`config.mk`:
```
export PLATFORM = sky130hd
export DESIGN_NAME = i2c_byte_master
export DESIGN_NICKNAME = d
export VERILOG_FILES = /design/src/rtl/i2c_bm_pkg.sv /design/src/rtl/i2c_bm_qtick.sv /design/src/rtl/i2c_bm_regs.sv /design/src/rtl/i2c_bm_engine.sv /design/src/rtl/i2c_byte_master.sv
export SDC_FILE = /design/constraint.sdc
export NUM_CORES = 1
export LEC_CHECK = 0
export ABC_AREA = 1
export CORE_ASPECT_RATIO = 0.5
export CORE_MARGIN = 8
export CORE_UTILIZATION = 25
export CTS_CLUSTER_DIAMETER = 120
export CTS_CLUSTER_SIZE = 20
export DETAILED_ROUTE_END_ITERATION = 6
export PLACE_DENSITY_LB_ADDON = 0.3
export SYNTH_ARGS = -nofsm -noshare
export SYNTH_HDL_FRONTEND = slang
export SYNTH_SLANG_ARGS = --single-unit
```
`constraint.sdc`:
```
create_clock -name clk -period 1.8 [get_ports clk]
set_input_delay 0.27 -clock clk [delete_from_list [all_inputs] [get_ports clk]]
set_output_delay 0.27 -clock clk [all_outputs]
set_load 0.02 [all_outputs]
```
`src/rtl/i2c_bm_pkg.sv`:
```
// Shared definitions for the I2C byte master: engine states, register
// field positions and register select codes.
// Assumes 8-bit bytes on the bus and a single register access per cycle.
package i2c_bm_pkg;

    localparam int BYTE_W = 8;

    typedef enum logic [2:0] {
        EN_IDLE,
        EN_START,
        EN_BITS,
        EN_HOLD,
        EN_STOP
    } eng_state_t;

    localparam int CTL_START = 0;
    localparam int CTL_STOP  = 1;
    localparam int CTL_IE    = 2;
    localparam int STS_DONE  = 5;
    localparam int STS_ACK   = 6;
    localparam int STS_BERR  = 7;

    localparam logic SEL_CTRL = 1'b0;
    localparam logic SEL_DATA = 1'b1;

endpackage

```
`src/rtl/i2c_bm_qtick.sv`:
```
// Quarter-period tick generator for SCL timing.
// Counts system clocks only while run is high and restarts from zero each
// time run rises, so the first quarter after a launch is full length.
// Assumes QTR >= 2.
module i2c_bm_qtick #(
    parameter int QTR = 125
) (
    input  logic clk,
    input  logic rst_n,
    input  logic run,
    output logic tick
);
    localparam int CW = (QTR > 2) ? $clog2(QTR) : 1;
    localparam logic [CW-1:0] LAST = CW'(QTR - 1);

    logic [CW-1:0] cnt;

    // Free-running divider, held at zero while the engine is parked.
    always_ff @(posedge clk) begin
        if (!rst_n || !run) cnt <= '0;
        else if (cnt == LAST) cnt <= '0;
        else cnt <= cnt + 1'b1;
    end

    assign tick = run && (cnt == LAST);

    // Two ticks are never adjacent, so each quarter lasts at least two clocks.
    p_tick_spacing_r10: assert property (@(posedge clk) disable iff (!rst_n)
        tick |=> !tick);

endmodule

```
`src/rtl/i2c_bm_regs.sv`:
```
// Control/status and data registers of the I2C byte master.
// Control bits: arm start, request stop, interrupt enable (writable).
// Status bits: done, ack, bus error (set by the engine, cleared by any
// data-register access). Assumes at most one access per cycle.
module i2c_bm_regs
    import i2c_bm_pkg::*;
(
    input  logic              clk,
    input  logic              rst_n,
    input  logic              bus_sel,
    input  logic              bus_wr,
    input  logic              bus_rd,
    input  logic [BYTE_W-1:0] bus_wdata,
    output logic [BYTE_W-1:0] bus_rdata,
    input  logic              byte_done,
    input  logic              ack_val,
    input  logic              berr_evt,
    input  logic              start_taken,
    input  logic              stop_clear,
    output logic              start_arm,
    output logic              stop_req,
    output logic              irq
);
    logic              ie_q, done_q, ack_q, berr_q;
    logic [BYTE_W-1:0] data_q;
    logic              ctrl_wr, data_wr, data_acc;

    assign ctrl_wr  = bus_wr && (bus_sel == SEL_CTRL);
    assign data_wr  = bus_wr && (bus_sel == SEL_DATA);
    assign data_acc = (bus_wr || bus_rd) && (bus_sel == SEL_DATA);

    // Start arm: written by software, consumed when the engine launches.
    always_ff @(posedge clk) begin
        if (!rst_n) start_arm <= 1'b0;
        else if (ctrl_wr) start_arm <= bus_wdata[CTL_START];
        else if (start_taken) start_arm <= 1'b0;
    end

    // Stop request: set-only by software, cleared once the engine serviced it.
    always_ff @(posedge clk) begin
        if (!rst_n) stop_req <= 1'b0;
        else if (ctrl_wr && bus_wdata[CTL_STOP]) stop_req <= 1'b1;
        else if (stop_clear) stop_req <= 1'b0;
    end

    // Interrupt enable bit.
    always_ff @(posedge clk) begin
        if (!rst_n) ie_q <= 1'b0;
        else if (ctrl_wr) ie_q <= bus_wdata[CTL_IE];
    end

    // Completion flag and acknowledge, updated together at byte end.
    always_ff @(posedge clk) begin
        if (!rst_n) begin
            done_q <= 1'b0;
            ack_q  <= 1'b0;
        end else if (byte_done) begin
            done_q <= 1'b1;
            ack_q  <= ack_val;
        end else if (data_acc) begin
            done_q <= 1'b0;
        end
    end

    // Bus error flag: set by the engine, cleared by data-register access.
    always_ff @(posedge clk) begin
        if (!rst_n) berr_q <= 1'b0;
        else if (berr_evt) berr_q <= 1'b1;
        else if (data_acc) berr_q <= 1'b0;
    end

    // Last byte written by software.
    always_ff @(posedge clk) begin
        if (!rst_n) data_q <= '0;
        else if (data_wr) data_q <= bus_wdata;
    end

    // Read multiplexer for the two registers.
    always_comb begin
        if (bus_sel == SEL_DATA) begin
            bus_rdata = data_q;
        end else begin
            bus_rdata            = '0;
            bus_rdata[CTL_START] = start_arm;
            bus_rdata[CTL_STOP]  = stop_req;
            bus_rdata[CTL_IE]    = ie_q;
            bus_rdata[STS_DONE]  = done_q;
            bus_rdata[STS_ACK]   = ack_q;
            bus_rdata[STS_BERR]  = berr_q;
        end
    end

    assign irq = ie_q && done_q;

    p_done_ack_together_r4: assert property (@(posedge clk) disable iff (!rst_n)
        byte_done |=> (done_q && (ack_q == $past(ack_val))));

    p_done_clear_r5: assert property (@(posedge clk) disable iff (!rst_n)
        (data_acc && !byte_done) |=> !done_q);

    p_berr_clear_r7: assert property (@(posedge clk) disable iff (!rst_n)
        (data_acc && !berr_evt) |=> !berr_q);

    p_irq_follow_r9: assert property (@(posedge clk) disable iff (!rst_n)
        (byte_done && ie_q && !ctrl_wr) |=> irq);

endmodule

```
`src/rtl/i2c_bm_engine.sv`:
```
// Bit-level I2C master engine. Generates start, eight data bits plus an
// acknowledge clock, holds SCL low between bytes, and generates stop.
// Each bit is four quarters: SCL low for quarters 0-1 (SDA updated at the
// start of quarter 1), high for quarters 2-3 (SDA sampled at end of
// quarter 2). Assumes no clock stretching by slaves.
module i2c_bm_engine
    import i2c_bm_pkg::*;
(
    input  logic              clk,
    input  logic              rst_n,
    input  logic              tick,
    input  logic              launch_req,
    input  logic [BYTE_W-1:0] wdata,
    input  logic              start_arm,
    input  logic              stop_req,
    input  logic              sda_in,
    output logic              run,
    output logic              scl_oe,
    output logic              sda_oe,
    output logic              byte_done,
    output logic              ack_val,
    output logic              berr_evt,
    output logic              start_taken,
    output logic              stop_clear
);
    localparam int BCW = $clog2(BYTE_W + 1);
    localparam logic [BCW-1:0] ACK_BIT = BCW'(BYTE_W);

    eng_state_t        st;
    logic [1:0]        q;
    logic [BCW-1:0]    bitn;
    logic [BYTE_W-1:0] sh;
    logic              sda_drv;
    logic              ack_q;
    logic              accept;

    // A data write is accepted from idle with start armed, or while holding.
    assign accept = launch_req &&
                    (((st == EN_IDLE) && start_arm) || ((st == EN_HOLD) && !stop_req));
    assign start_taken = accept && start_arm;

    // Released SDA read low while SCL is high: contention or lost arbitration.
    assign berr_evt = tick &&
        (((st == EN_START) && (q == 2'd1) && !sda_in) ||
         ((st == EN_BITS) && (q == 2'd2) && (bitn < ACK_BIT) && !sda_drv && !sda_in));

    assign byte_done  = tick && (st == EN_BITS) && (q == 2'd3) && (bitn == ACK_BIT);
    assign stop_clear = (tick && (st == EN_STOP) && (q == 2'd3)) ||
                        ((st == EN_IDLE) && stop_req);
    assign ack_val    = ack_q;
    assign run        = (st == EN_START) || (st == EN_BITS) || (st == EN_STOP);
    assign sda_oe     = sda_drv;

    // SCL drive as a function of state and quarter.
    always_comb begin
        unique case (st)
            EN_IDLE:  scl_oe = 1'b0;
            EN_HOLD:  scl_oe = 1'b1;
            EN_START: scl_oe = (q == 2'd0);
            default:  scl_oe = !q[1];
        endcase
    end

    // Sequencer: state, quarter, bit count, shift register and SDA drive.
    always_ff @(posedge clk) begin
        if (!rst_n) begin
            st      <= EN_IDLE;
            q       <= 2'd0;
            bitn    <= '0;
            sh      <= '0;
            sda_drv <= 1'b0;
            ack_q   <= 1'b0;
        end else if (berr_evt) begin
            st      <= EN_IDLE;
            q       <= 2'd0;
            sda_drv <= 1'b0;
        end else begin
            unique case (st)
                EN_IDLE: begin
                    if (accept) begin
                        st   <= EN_START;
                        q    <= 2'd0;
                        bitn <= '0;
                        sh   <= wdata;
                    end
                end
                EN_HOLD: begin
                    if (stop_req) begin
                        st <= EN_STOP;
                        q  <= 2'd0;
                    end else if (accept) begin
                        st   <= start_arm ? EN_START : EN_BITS;
                        q    <= 2'd0;
                        bitn <= '0;
                        sh   <= wdata;
                    end
                end
                EN_START: begin
                    if (tick) begin
                        q <= q + 2'd1;
                        if (q == 2'd1) sda_drv <= 1'b1;
                        if (q == 2'd3) st <= EN_BITS;
                    end
                end
                EN_BITS: begin
                    if (tick) begin
                        q <= q + 2'd1;
                        if (q == 2'd0) sda_drv <= (bitn < ACK_BIT) ? !sh[BYTE_W-1] : 1'b0;
                        if ((q == 2'd2) && (bitn == ACK_BIT)) ack_q <= !sda_in;
                        if (q == 2'd3) begin
                            if (bitn == ACK_BIT) begin
                                st <= EN_HOLD;
                            end else begin
                                sh   <= sh << 1;
                                bitn <= bitn + 1'b1;
                            end
                        end
                    end
                end
                EN_STOP: begin
                    if (tick) begin
                        q <= q + 2'd1;
                        if (q == 2'd0) sda_drv <= 1'b1;
                        if (q == 2'd2) sda_drv <= 1'b0;
                        if (q == 2'd3) st <= EN_IDLE;
                    end
                end
                default: st <= EN_IDLE;
            endcase
        end
    end

    p_idle_release_r1: assert property (@(posedge clk) disable iff (!rst_n)
        (st == EN_IDLE) |-> (!scl_oe && !sda_drv));

    p_sda_stable_high_r10: assert property (@(posedge clk) disable iff (!rst_n)
        ((st == EN_BITS) && ($past(st) == EN_BITS) && !scl_oe && !$past(scl_oe))
        |-> $stable(sda_drv));

    p_berr_release_r6: assert property (@(posedge clk) disable iff (!rst_n)
        berr_evt |=> ((st == EN_IDLE) && !sda_drv && !scl_oe));

    p_byte_hold_r4: assert property (@(posedge clk) disable iff (!rst_n)
        byte_done |=> ((st == EN_HOLD) && scl_oe));

endmodule

```
`src/rtl/i2c_byte_master.sv`:
```
// Top of the register-driven I2C byte master. Ties the register block,
// the quarter-period tick generator and the bit engine together.
// Assumes CLK_HZ >= 8 * SCL_HZ so each quarter is at least two clocks.
module i2c_byte_master
    import i2c_bm_pkg::*;
#(
    parameter int CLK_HZ = 50_000_000,
    parameter int SCL_HZ = 100_000
) (
    input  logic        clk,
    input  logic        rst_n,
    input  logic        bus_sel,
    input  logic        bus_wr,
    input  logic        bus_rd,
    input  logic [7:0]  bus_wdata,
    output logic [7:0]  bus_rdata,
    output logic        irq,
    output logic        scl_oe,
    output logic        sda_oe,
    input  logic        sda_in
);
    localparam int QTR = CLK_HZ / (4 * SCL_HZ);

    logic tick, run;
    logic byte_done, ack_val, berr_evt, start_taken, stop_clear;
    logic start_arm, stop_req;
    logic launch_req;

    assign launch_req = bus_wr && (bus_sel == SEL_DATA);

    i2c_bm_qtick #(.QTR(QTR)) u_qtick (
        .clk   (clk),
        .rst_n (rst_n),
        .run   (run),
        .tick  (tick)
    );

    i2c_bm_regs u_regs (
        .clk         (clk),
        .rst_n       (rst_n),
        .bus_sel     (bus_sel),
        .bus_wr      (bus_wr),
        .bus_rd      (bus_rd),
        .bus_wdata   (bus_wdata),
        .bus_rdata   (bus_rdata),
        .byte_done   (byte_done),
        .ack_val     (ack_val),
        .berr_evt    (berr_evt),
        .start_taken (start_taken),
        .stop_clear  (stop_clear),
        .start_arm   (start_arm),
        .stop_req    (stop_req),
        .irq         (irq)
    );

    i2c_bm_engine u_engine (
        .clk         (clk),
        .rst_n       (rst_n),
        .tick        (tick),
        .launch_req  (launch_req),
        .wdata       (bus_wdata),
        .start_arm   (start_arm),
        .stop_req    (stop_req),
        .sda_in      (sda_in),
        .run         (run),
        .scl_oe      (scl_oe),
        .sda_oe      (sda_oe),
        .byte_done   (byte_done),
        .ack_val     (ack_val),
        .berr_evt    (berr_evt),
        .start_taken (start_taken),
        .stop_clear  (stop_clear)
    );

endmodule

```
# [After elaboration in Yosys (flattened, before gate mapping)]
# Cells that the tools add are included.
[op_classes] add_sub_neg=3 n_lt_le_gt_ge=1 n_eq_ne=24 n_mux=46 bitwise_logic=3 reduce_logical=55
[op_table] cell="$mux W8" count=6
[op_table] cell="$mux W3" count=10
[op_table] cell="$logic_and A1 B1 Y1" count=24
[op_table] cell="$pmux W8 S3" count=1
[op_table] cell="$mux W4" count=5
[op_table] cell="$ne A2 B2 Y1 const B" count=8
[op_table] cell="$mux W1" count=15
[op_table] cell="$pmux W3 S5" count=1
[op_table] cell="$pmux W4 S3" count=1
[op_table] cell="$ne A2 B1 Y1 const B" count=5
[op_table] cell="$reduce_and A9 Y1" count=1
[op_table] cell="$reduce_bool A3 Y1" count=3
[op_table] cell="$mux W2" count=4
[op_table] cell="$reduce_bool A2 Y1" count=4
[op_table] cell="$add A7 B1 Y7 const B" count=1
[op_table] cell="$eq A7 B7 Y1 const B" count=1
[op_table] cell="$logic_not A1 Y1" count=7
[op_table] cell="$logic_or A1 B1 Y1" count=7
[op_table] cell="$reduce_and A7 Y1" count=1
[op_table] cell="$eq A3 B2 Y1 const B" count=2
[op_table] cell="$pmux W1 S3" count=2
[op_table] cell="$pmux W2 S3" count=1
[op_table] cell="$reduce_and A6 Y1" count=1
[op_table] cell="$add A4 B1 Y4 const B" count=1
[op_table] cell="16 further kinds" count=20
[totals] register_bits=40 inputBits=14 elab_cells=146

# [Longest topological paths before layout]
[logic_depth] word_depth=9 mapped_depth=13 mapped_depth_nobuf=13

# [By module]
# From an unflattened synthesis, not the netlist that was laid out.
[unflattened] cells_unflattened=360 area_unflattened_um2=2386.0
[by_module_without_submodules] module="i2c_bm_engine" instances=1 cells_per_inst=219 area_each_um2=1365.1 seq_area_each_um2=380.4
[by_module_without_submodules] module="i2c_bm_regs" instances=1 cells_per_inst=93 area_each_um2=671.9 seq_area_each_um2=280.3
[by_module_without_submodules] module="i2c_bm_qtick" instances=1 cells_per_inst=46 area_each_um2=341.6 seq_area_each_um2=140.1
[by_module_without_submodules] module="i2c_byte_master" instances=1 cells_per_inst=2 area_each_um2=7.5 seq_area_each_um2=0.0

# [Worst setup path before layout]
# No wires, ideal clock.
[synth_path] kind="register to register" start="reg u_qtick.cnt[0]" end="reg u_engine.bitn[3]" arrival_time_ns=1.318 setup_slack_ns=0.370 stages_incl_launch_ff=14 path_buffers=1 synth_period_minus_slack_ns=1.430 path_cell_list="dfxtp_1 > inv_1 > ha_1 > nand2_1 > inv_1 > nand2_1 > inv_1 > nand2_1 > nor2_1 > nand2_2 > buf_6 > nand3_1 > nand2_1 > nor2_1"
[synth_via] elab_chain_cells=5 word_cells_on_any_way=6 classes_between="2 x eq/ne; 1 x bitwise; 3 x reduce/logical"
[synth_lines] item="start: declaration" line="i2c_bm_qtick.sv:16" text="logic [CW-1:0] cnt;"
[synth_lines] item="start signal: assignment" line="i2c_bm_qtick.sv:22" text="else cnt <= cnt + 1'b1;"
[synth_lines] item="$eq A7 B7 Y1 (*)" line="i2c_bm_qtick.sv:25" text="assign tick = run && (cnt == LAST);"
[synth_lines] item="$logic_and A1 B1 Y1 (*)" line="i2c_bm_qtick.sv:25"
[synth_lines] item="branches (longest 2 deep; another with $ne A2 B1 Y1)"
[synth_lines] item="$reduce_and A6 Y1 (no line) (*)"
[synth_lines] item="end signal: assignment" line="i2c_bm_engine.sv:115" text="bitn <= bitn + 1'b1;"
[synth_lines] item="end: declaration" line="i2c_bm_engine.sv:31" text="logic [BCW-1:0] bitn;"
# Every way passes the cells marked *.
# A chain may end at the register's enable or synchronous reset.

# [Final worst setup path]
[layout_path] start="in bus_sel" end="out bus_rdata[0]"
[layout_via] elab_chain_cells=1
[layout_lines] item="start: declaration" line="i2c_byte_master.sv:12" text="input logic bus_sel,"
[layout_lines] item="$mux W8" line="i2c_bm_regs.sv:80" text="if (bus_sel == SEL_DATA) begin"
[layout_lines] item="end: declaration" line="i2c_byte_master.sv:16" text="output logic [7:0] bus_rdata,"
# Every way passes these cells.

==> metrics.md <==
| Metric | Value |
|---|---|
| Status | finished, final reports clean |
| Slowest cell on the critical path | clkdlybuf4s50_1 |
| Die ar. | 12170 sq um |
| Sequential element share of the synthesized area | 36.66% |
| Final Setup Violations | 0 |
| Remaining DRCs | 0 |
| Worst Setup End Kind | primary output |
| Crit path largest cell delay | 420 ps |
| Yosys warns | 0 |
| Top cells by area, synth | dfxtp_1 37%, nand2_1 18%, nor2_1 12% |
| FF+latch count, synth | 40 |
| NetSw | 1040 uW |
| Worst Skew | 6.975 ps |
| Clk Latency, worst-skew pair | 280 ps |
| Reg area | 803.3 sq um |
| Vias | 2121 |
| Leakage Power | 0.001329 uW |
| Global Route Usage Sum | 9.086% |
| Cells after Synth | 346 |
| Layout cells sized above 1 | 10.42% |
| Buffers on Ports | 24 |
| Share of the synthesized area in the top cell type | 36.66% |
| Die Wd | 148.2 um |
| Total gr overflow | 0 |
| Most frequent cells in the layout | 102 x nand2_1, 69 x nor2_1, 38 x dfxtp_1 |
| Clk pwr share | 33.5% |
| Initial antenna violation count | 0 |
| CP Cell Sequence | clkdlybuf4s50_1, buf_4, inv_1, nand2_1, nand2_1, dlygate4sd2_1 |
| Max Freq | 581.0 MHz |
| Net Sw Frac | 33.71% |
| Pins Over Slew Limit | 0 |
| Commonest non-fill, non-tap cell in the layout | nand2_1 |
| Cell Count, Final, Fillers Out | 501 |
| Initial Util | 25.44% |
| Avg WL per Cell | 10.61 um |
| Pin count of the biggest net entering global routing | 18 |
| Clock H-tree levels | 2 |
| P&R area growth vs syn | 29.73% |
| Peak VDD IR | 0.4489 mV |
| ANT cells | 0 |
| Hold Path Class | flip-flop to flip-flop |
| Mean Syn Cell Area | 6.314 sq um |
| Core area | 8588 sq um |
| Initial DRT Pass Iterations | 4 |
| Fill cells | 948 |
| RePlAce Congestion | 0.7799 |
| Max FO, Critical Path | 9 |
| IO Count | 25 |
| Die span in y | 82.10 um |
| Final WL | 5316 um |
| DP HPWL | 4049 um |
| Top cell type by total area after synthesis | dfxtp_1 |
| Clock Sinks | 40 |
| RSZ-0062 raised after global routing | no |
| Number of global-route vias before repair | 1966 |
| Setup CP Type | primary input to primary output |
| # rows | 24 |
| Initial DRC Count | 130 |
| TritonCTS clock tree | done |
| Post-CTS setup buffers | 0 |
| Final min period | 1721 ps |
| PwrDens | 1089 nW/um^2 |
| Post-CTS Hold Buffers | 0 |
| Ys flop type | dfxtp_1 |
| WP data required | 1530 ps |
| CTS Buffer Depth | 2 |
| First-pass GRT wire length | 9073 um |
| Number of synthesized flops with an enable pin | 0 |
| TritonCTS Buffers | 5 |
| Inst Count DP | 493 |
| Cell area after synthesis | 2185 sq um |
| Antenna Nets Post-Route | 0 |
| Most used cell along the critical path | nand2_1 |
| CTS Root Cell | clkbuf_16 |
| Final hold vios | 0 |
| Crit path DAT | 1450 ps |
| Sequential power share | 36.9% |
| Synth async-reset ratio | 0% |
| Multi-input gate area | 1191 sq um |
| Max-Cap Viols | 0 |
| P_int | 2046 uW |
| Setup TNS after final layout | 0 ps |
| Rel. slew slack | 80.47% |
| Worst-margin pin slew | 292.2 ps |
| Vias per cell | 4.234 |
| Final #Nets | 405 |
| Combinational cell fraction of total power | 29.6% |
| Cells resized by post-CTS repair | 9 |
| Post-synth net total | 368 |
| Worst-path clk slew | 70 ps |
| Yosys cell types | 29 |
| Final worst path period share | 95.62% |
| Critical path launch point type | primary input |
==> final timing paths <==
path	cells past startpoint	slack, ps	startpoint	end
worst min-delay path	2	470	u_regs.berr_q$_SDFFE_PN0P_	u_regs.berr_q$_SDFFE_PN0P_
worst max-delay path	6	80	bus_sel	bus_rdata[0]
worst min register to register	2	470	u_regs.berr_q$_SDFFE_PN0P_	u_regs.berr_q$_SDFFE_PN0P_
worst max register to register	10	190	u_engine.st[2]$_SDFFE_PP0P_	u_engine.sh[0]$_SDFFE_PN0P_
==> through the flow <==
| stage | cell area [sq um] | hold slack [ps] | setup WS [ps] | total power, uW | util, % |
|---|---|---|---|---|---|
| 2_1_floorplan | 2185 | 417.2 | 369.7 | 1774 | - |
| 3_3_place_gp | 2660 | 453.1 | -177.2 | 2076 | 30.97 |
| 5_1_grt | 2834 | 505.8 | 6.015 | 3317 | 33.00 |
| 3_5_place_dp | 2660 | 458.0 | -196.2 | 2077 | 30.97 |
| 4_1_cts | 2821 | 473.4 | 43.17 | 3116 | 32.85 |
| 6_report | 2834 | 472.3 | 78.92 | 3086 | 33.00 |
==> sequential cells by signal, indices dropped and copies added, names as in the netlist <==
register	flops
u_engine.bitn	4
u_regs.berr_q	1
u_regs.ack_q	1
u_regs.stop_req	1
u_regs.ie_q	1
u_engine.sh	8
u_engine.q	2
u_regs.done_q	1
u_regs.start_arm	1
u_regs.data_q	8
u_engine.ack_val	1
u_qtick.cnt	7
u_engine.sda_oe	1
u_engine.st	3
==> power by group through the flow <==
stage / Sequential (uW) / Clock [uW] / Combinational (uW)
3_3_place_gp: 1160 / 0 / 920
2_1_floorplan: 1130 / 0 / 646
4_1_cts: 1140 / 1070 / 912
5_1_grt: 1150 / 1100 / 1060
6_report: 1140 / 1030 / 914
3_5_place_dp: 1160 / 0 / 921
==> Yosys cell counts (all sizes together) (2+ instances only) <==
cell type  instances
a21oi              9
buf                6
clkbuf             3
dfxtp             40
ha                 8
inv               40
nand2            106
nand3             29
nand4              5
nor2              71
nor3b              2
o21ai             16
xor2               3
==> critical path, delay by kind of cell <==
| family | cells | cell delay [ps] |
|---|---|---|
| simple gates | 2 | 120 |
| buf+inv | 4 | 1050 |
==> layout make-up <==
class | count | share of cell area [%]
clock buffers | 5 | 4.415
clock inverters | 3 | 1.678
inverters | 41 | 5.430
multi-input cells | 256 | 42.03
flip-flops and latches | 40 | 28.34
well taps | 117 | 5.166
repair buffers | 39 | 12.94
==> layer usage <==
metal | share of wire [%] | wire length, um | global-route usage, % | up-vias
li1 | - | - | - | 1150
met1 | 53 | 2807 | 11.82 | 938
met2 | 42 | 2241 | 14.57 | 26
met3 | 3.5 | 185 | 2.175 | 7
met4 | 1.5 | 81 | 3.431 | 0
met5 | 0 | 0 | 0 | -
==> logic make-up (layout without fill, tap and decap cells) <==
family                     count (synthesis)  after routing  share of synthesized area (%)
AOI/OAI and AO/OA                         28             28                          7.045
xor gates and xnor gates                   3              3                          1.203
adders and majority gates                  8              8                          4.582
buffers and inverters                     50             88                          9.278
DFF                                       40             40                          36.66
and+or+nand+nor                          217            217                          41.24
Power figures use the tool's default switching activity.
